--- config.mk ---
export PLATFORM = sky130hd
export DESIGN_NAME = pd_decim3
export DESIGN_NICKNAME = d
export VERILOG_FILES = /design/src/rtl/pd_pkg.sv /design/src/rtl/pd_commutator.sv /design/src/rtl/pd_branch.sv /design/src/rtl/pd_combine.sv /design/src/rtl/pd_decim3.sv
export SDC_FILE = /design/constraint.sdc
export NUM_CORES = 1
export LEC_CHECK = 0
export ABC_CLOCK_PERIOD_IN_PS = 17300
export BUFFER_PORTS_ARGS = -buffer_cell sky130_fd_sc_hd__buf_2
export CAP_MARGIN = 30
export CORE_ASPECT_RATIO = 0.75
export CORE_MARGIN = 4
export CORE_UTILIZATION = 65
export DETAILED_ROUTE_END_ITERATION = 8
export PLACE_DENSITY = 0.83
export SLEW_MARGIN = 30
export SYNTH_ARGS = -nofsm -noshare
export SYNTH_HDL_FRONTEND = slang
export SYNTH_SLANG_ARGS = --single-unit
--- constraint.sdc ---
create_clock -name clk -period 17.3 [get_ports clk]
set_input_delay 2.595 -clock clk [delete_from_list [all_inputs] [get_ports clk]]
set_output_delay 2.595 -clock clk [all_outputs]
set_load 0.005 [all_outputs]
--- src/rtl/pd_pkg.sv ---
package pd_pkg;

  localparam int DATA_W_D = 8;
  localparam int COEF_W_D = 8;
  localparam int PROD_W_D = 14;
  localparam int ACC_W_D  = 32;
  localparam int NPHASE_D = 3;
  localparam int NTAPS_D  = 18;

  // Coefficient k of the prototype filter; values stay in 1..62 so that an
  // 8-bit sample times a coefficient fits in 14 bits.
  function automatic int coef_of(input int k);
    return ((23 * k + 5) % 62) + 1;
  endfunction

endpackage

--- src/rtl/pd_commutator.sv ---
module pd_commutator #(
  parameter int NPHASE = pd_pkg::NPHASE_D
) (
  input  logic              clk,
  input  logic              rst,
  input  logic              in_valid,
  output logic [NPHASE-1:0] br_en,
  output logic              grp_done
);
  localparam int PH_W = (NPHASE > 1) ? $clog2(NPHASE) : 1;
  localparam logic [PH_W-1:0] LAST_PH = PH_W'(NPHASE - 1);

  logic [PH_W-1:0] phase;
  logic            take;

  assign take = in_valid && !rst;

  // Rotation runs from the highest branch down to branch 0.
  always_ff @(posedge clk) begin
    if (rst) begin
      phase <= LAST_PH;
    end else if (in_valid) begin
      if (phase == '0) phase <= LAST_PH;
      else             phase <= phase - 1'b1;
    end
  end

  for (genvar p = 0; p < NPHASE; p++) begin : g_en
    assign br_en[p] = take && (phase == PH_W'(p));
  end

  assign grp_done = br_en[0];


  phase_range_chk: assert property (@(posedge clk) disable iff (rst)
    phase <= LAST_PH);

  phase_idle_chk: assert property (@(posedge clk) disable iff (rst)
    !in_valid |=> $stable(phase));

  phase_wrap_chk: assert property (@(posedge clk) disable iff (rst)
    (in_valid && phase == '0) |=> phase == LAST_PH);

  phase_step_chk: assert property (@(posedge clk) disable iff (rst)
    (in_valid && phase != '0) |=> phase == $past(phase) - 1'b1);

  en_onehot_chk: assert property (@(posedge clk) disable iff (rst)
    $onehot0(br_en));

endmodule

--- src/rtl/pd_branch.sv ---
module pd_branch #(
  parameter int PHASE    = 0,
  parameter int NPHASE   = pd_pkg::NPHASE_D,
  parameter int TAPS_PER = pd_pkg::NTAPS_D / pd_pkg::NPHASE_D,
  parameter int DATA_W   = pd_pkg::DATA_W_D,
  parameter int COEF_W   = pd_pkg::COEF_W_D,
  parameter int PROD_W   = pd_pkg::PROD_W_D,
  parameter int ACC_W    = pd_pkg::ACC_W_D
) (
  input  logic              clk,
  input  logic              rst,
  input  logic              shift_en,
  input  logic [DATA_W-1:0] din,
  input  logic              capture,
  output logic [ACC_W-1:0]  partial
);
  localparam int FULL_W = DATA_W + COEF_W;

  logic [TAPS_PER-1:0][DATA_W-1:0] line;
  logic [TAPS_PER-1:0][PROD_W-1:0] prod;
  logic [TAPS_PER-1:0]             prod_ovf;
  logic [ACC_W-1:0]                tap_sum;

  function automatic logic [FULL_W-1:0] full_mul(input logic [DATA_W-1:0] x,
                                                input logic [COEF_W-1:0] c);
    return FULL_W'(x) * FULL_W'(c);
  endfunction

  function automatic logic [ACC_W-1:0] add_taps(
      input logic [TAPS_PER-1:0][PROD_W-1:0] terms);
    logic [ACC_W-1:0] s;
    s = '0;
    for (int j = 0; j < TAPS_PER; j++) s = s + ACC_W'(terms[j]);
    return s;
  endfunction

  // Delay line: tap 0 holds the newest sample handed to this branch.
  always_ff @(posedge clk) begin
    if (rst) begin
      line <= '0;
    end else if (shift_en) begin
      line[0] <= din;
      for (int j = 1; j < TAPS_PER; j++) line[j] <= line[j-1];
    end
  end

  for (genvar j = 0; j < TAPS_PER; j++) begin : g_tap
    localparam logic [COEF_W-1:0] CVAL = COEF_W'(pd_pkg::coef_of(j * NPHASE + PHASE));
    logic [FULL_W-1:0] full;
    assign full        = full_mul(line[j], CVAL);
    assign prod[j]     = full[PROD_W-1:0];
    assign prod_ovf[j] = |full[FULL_W-1:PROD_W];
  end

  assign tap_sum = add_taps(prod);

  always_ff @(posedge clk) begin
    if (rst)          partial <= '0;
    else if (capture) partial <= tap_sum;
  end


  prod_fit_chk: assert property (@(posedge clk) disable iff (rst)
    prod_ovf == '0);

  line_hold_chk: assert property (@(posedge clk) disable iff (rst)
    !shift_en |=> $stable(line));

  line_load_chk: assert property (@(posedge clk) disable iff (rst)
    shift_en |=> line[0] == $past(din));

  partial_hold_chk: assert property (@(posedge clk) disable iff (rst)
    !capture |=> $stable(partial));

endmodule

--- src/rtl/pd_combine.sv ---
module pd_combine #(
  parameter int NPHASE = pd_pkg::NPHASE_D,
  parameter int ACC_W  = pd_pkg::ACC_W_D
) (
  input  logic                         clk,
  input  logic                         rst,
  input  logic                         go,
  input  logic [NPHASE-1:0][ACC_W-1:0] parts,
  output logic [ACC_W-1:0]             dout,
  output logic                         out_valid
);

  function automatic logic [ACC_W-1:0] sum_parts(
      input logic [NPHASE-1:0][ACC_W-1:0] v);
    logic [ACC_W-1:0] s;
    s = '0;
    for (int p = 0; p < NPHASE; p++) s = s + v[p];
    return s;
  endfunction

  always_ff @(posedge clk) begin
    if (rst) begin
      dout      <= '0;
      out_valid <= 1'b0;
    end else begin
      out_valid <= go;
      if (go) dout <= sum_parts(parts);
    end
  end


  dout_hold_chk: assert property (@(posedge clk) disable iff (rst)
    !go |=> $stable(dout));

endmodule

--- src/rtl/pd_decim3.sv ---
module pd_decim3 #(
  parameter int DATA_W = pd_pkg::DATA_W_D,
  parameter int COEF_W = pd_pkg::COEF_W_D,
  parameter int PROD_W = pd_pkg::PROD_W_D,
  parameter int ACC_W  = pd_pkg::ACC_W_D,
  parameter int NPHASE = pd_pkg::NPHASE_D,
  parameter int NTAPS  = pd_pkg::NTAPS_D
) (
  input  logic              clk,
  input  logic              rst,
  input  logic              in_valid,
  input  logic [DATA_W-1:0] in_sample,
  output logic [ACC_W-1:0]  dout,
  output logic              out_valid
);
  localparam int TAPS_PER = NTAPS / NPHASE;

  logic [NPHASE-1:0]             br_en;
  logic                          grp_done;
  logic                          cap_r;
  logic                          part_rdy;
  logic [NPHASE-1:0][ACC_W-1:0]  parts;

  pd_commutator #(.NPHASE(NPHASE)) u_comm (
    .clk      (clk),
    .rst      (rst),
    .in_valid (in_valid),
    .br_en    (br_en),
    .grp_done (grp_done)
  );

  // Stage 1 registers the partial sums, stage 2 the combined output.
  always_ff @(posedge clk) begin
    if (rst) begin
      cap_r    <= 1'b0;
      part_rdy <= 1'b0;
    end else begin
      cap_r    <= grp_done;
      part_rdy <= cap_r;
    end
  end

  for (genvar p = 0; p < NPHASE; p++) begin : g_br
    pd_branch #(
      .PHASE    (p),
      .NPHASE   (NPHASE),
      .TAPS_PER (TAPS_PER),
      .DATA_W   (DATA_W),
      .COEF_W   (COEF_W),
      .PROD_W   (PROD_W),
      .ACC_W    (ACC_W)
    ) u_br (
      .clk      (clk),
      .rst      (rst),
      .shift_en (br_en[p]),
      .din      (in_sample),
      .capture  (cap_r),
      .partial  (parts[p])
    );
  end

  pd_combine #(.NPHASE(NPHASE), .ACC_W(ACC_W)) u_comb (
    .clk       (clk),
    .rst       (rst),
    .go        (part_rdy),
    .parts     (parts),
    .dout      (dout),
    .out_valid (out_valid)
  );


  valid_pulse_chk: assert property (@(posedge clk) disable iff (rst)
    out_valid |=> !out_valid);

  valid_lat_chk: assert property (@(posedge clk) disable iff (rst)
    out_valid |-> $past(grp_done, 3));

  grp_gap_chk: assert property (@(posedge clk) disable iff (rst)
    grp_done |=> !grp_done);

endmodule

==> flow_summary.yaml <==
layout:
  final_common_cell: "inv_1"
  diodes: 0
  areaGrowthSynthToFinish_pct: 5.68
  final_nets: 3256
  ff_latch_area_sq_um: 4390
  most-common-layout-cells: "inv_1 (586), ha_1 (380), fa_1 (284)"
  fill_cells: 2536
  multi_input_area_sq_um: 16500
  final_layout_size_suffix_gt1_frac: 0.0370
power_and_ir_drop:
  p_leak_uw: 0.0133
  cellPowerDensity_nw_per_um2: 56.4
  irDropWorstVdd_mv: 0.0711
worst_hold_path:
  hold_class: "reg -> reg"
route:
  via_per_inst: 5.73
  wirelength_um: 55200
  dr.pass1.iters: 5
  antenna_left: 0
  drt_iter0_markers: 1358
  route.detailed.drc: 0
  vias: 17519
  wl_per_cell_um: 18.1
clocking:
  cts_tree: "yes"
  post_cts_buffers: 0
  clock-root-buffer: "clkbuf_16"
  postCtsHoldBufs: 0
  cts_resized: 0
  htree_levels: 1
  clockBufferDepth: 3
  clk_pin_slew_ns: 0.06
  cts.sinks: 219
  clk_latency_ns: 0.56
  cts_buffers: 26
setup_path:
  cp.required_ns: 17.74
  end_kind: "flop"
  cpMostUsedCell: "fa_1"
  slowest_delay_ns: 0.53
  crit_fanout: 7
  cp-start-kind: "flop"
  cp_slowest_cell: "fa_1"
  worstPathArrival_ns: 8.60
  path_class: "reg -> reg"
synth:
  synth_top_area_cell: "fa_1"
  synthesis.area_sq_um: 23400
  ys.flop_type: "dfxtp_1"
  synthAdderAreaFrac: 0.446
  synthSimpleGateAreaFrac: 0.106
  async_flop_share: 0
  synth-xor-area-share: 0.0355
  yosysWarnings: 0
  synth_compound_area_frac: 0.103
  synth_cell_type_count: 76
  seq_area_frac_synth: 0.187
  synth_top_area_frac: 0.243
  avgSynthCellArea_sq_um: 9.08
  synthTopCellsByArea: "fa_1 (24%), ha_1 (20%), dfxtp_1 (19%)"
  synthMuxAreaShare: 0.0124
  synth_top_family_by_area: "adder cells"
  synth_edf_count: 0
  synth-seq-cells: 219
  syn_inst: 2580
timing:
  max_freq_mhz: 123
  period_share: 0.472
  tns_ns: 0
  final_hold_viol_count: 0
  final.min_clock_period_ns: 8.16
  layout_setup_ws_ns: 9.14
  worst_pin_slew_ns: 0.819
  rsz0062_at_grt: "false"
  fin_skew_ns: 0.0191
  finalSetupViolCount: 0
  slew-limit-headroom: 0.454
  drv_slew: 0
place:
  post-place-ws_ns: 9.18
  placement.io_buffers: 30
  hpwl_um: 44100
  globalplace.congestion: 0.925
floorplan:
  pin_count: 44
  dieArea_sq_um: 39200
  die_height_um: 172
  fp.coreArea_sq_um: 35100
  die_w_um: 227
  rows: 59
  start_util: 0.667
grt:
  grt.overflow.total: 0
  grt_antenna_before_repair: 1
  grt_pass1_vias: 18052
  grt_start_max_net_pins: 74
  grt_pass1_wl_um: 92100
  grt_usage: 0.293
flow_run:
  maxCapViolCount: 0
run_status:
  status: "finished clean"
worst max-delay path, delay by kind of cell (launching register included):
kind | cells | cell delay, ns
flops | 1 | 0.40
xor+xnor | 1 | 0.21
fa+ha+maj | 14 | 5.78
compound gates | 5 | 1.00
buf+inv | 7 | 0.34
simple gates | 1 | 0.30
final timing paths:
kind	start	to	slack [ns]	cells past startpoint
worst min register to register	g_br[2].u_br.line[20]	g_br[2].u_br.line[28]	0.46	2
worst max-delay path	g_br[1].u_br.line[9]	g_br[1].u_br.partial[11]	9.14	28
worst min-delay path	g_br[2].u_br.line[20]	g_br[2].u_br.line[28]	0.46	2
worst max register to register	g_br[1].u_br.line[9]	g_br[1].u_br.partial[11]	9.14	28
state kept, by name, summed over array words and instances (netlist names):
register           cells
cap_r                  1
g_br.u_br.line       144
g_br.u_br.partial     51
part_rdy               1
u_comb.dout           19
u_comb.out_valid       1
u_comm.phase           2
Yosys cell counts, types with 12 or more instances:
cell      number
o21ai_1       13
o31ai_1       56
nor2_1        97
a211oi_1      19
xnor2_1       47
clkbuf_1      47
a21o_1        38
nand3b_1      40
buf_1         12
dfxtp_1      219
o21a_1        14
buf_4         13
xor2_1        48
ha_1         380
nand3_1       65
inv_1        586
nand2_1      252
nor3_1        20
o21ai_0       77
mux2i_1       29
nor2b_1       16
a21oi_1       67
fa_1         284
where the power goes:
| part | switching [uW] | leakage (uW) | total, uW | internal, uW |
|---|---|---|---|---|
| combinational | 205 | 0.0112 | 327 | 121 |
| sequential | 8.83 | 0.00177 | 520 | 511 |
| clock | 230 | 0.000394 | 550 | 320 |
metal layers:
layer,vias up,part of all wire,global-route usage
li1,8251,-,-
met1,8571,0.45,0.419
met2,578,0.45,0.463
met3,117,0.075,0.0579
met4,2,0.026,0.0734
met5,-,0.00022,0
stage by stage:
step / hold slack [ns] / power [uW] / util / instances / instance area, sq um
after global placement: 0.440 / 834 / 0.681 / 3010 / 23900
final: 0.465 / 1400 / 0.705 / 3055 / 24800
after detailed placement: 0.440 / 849 / 0.681 / 3010 / 23900
after CTS: 0.457 / 1400 / 0.705 / 3055 / 24800
after global routing: 0.493 / 1470 / 0.705 / 3055 / 24800
after floorplan: 0.425 / 771 / - / 2592 / 23500
logic make-up after synthesis:
group | after synthesis
xor+xnor | 95
mux | 29
flops | 219
buf+inv | 668
compound gates | 361
fa+ha+maj | 664
simple gates | 543
other cells | 1
final cells by class:
| class | instances | share of cell area |
|---|---|---|
| multi-input combinational | 1705 | 0.668 |
| sequential | 219 | 0.177 |
| inverter | 591 | 0.0896 |
| clock buffer | 35 | 0.0289 |
| tap | 457 | 0.0231 |
| timing repair buffer | 38 | 0.00859 |
| clock inverter | 10 | 0.00475 |
No activity file was read; power rests on OpenSTA's default activity.
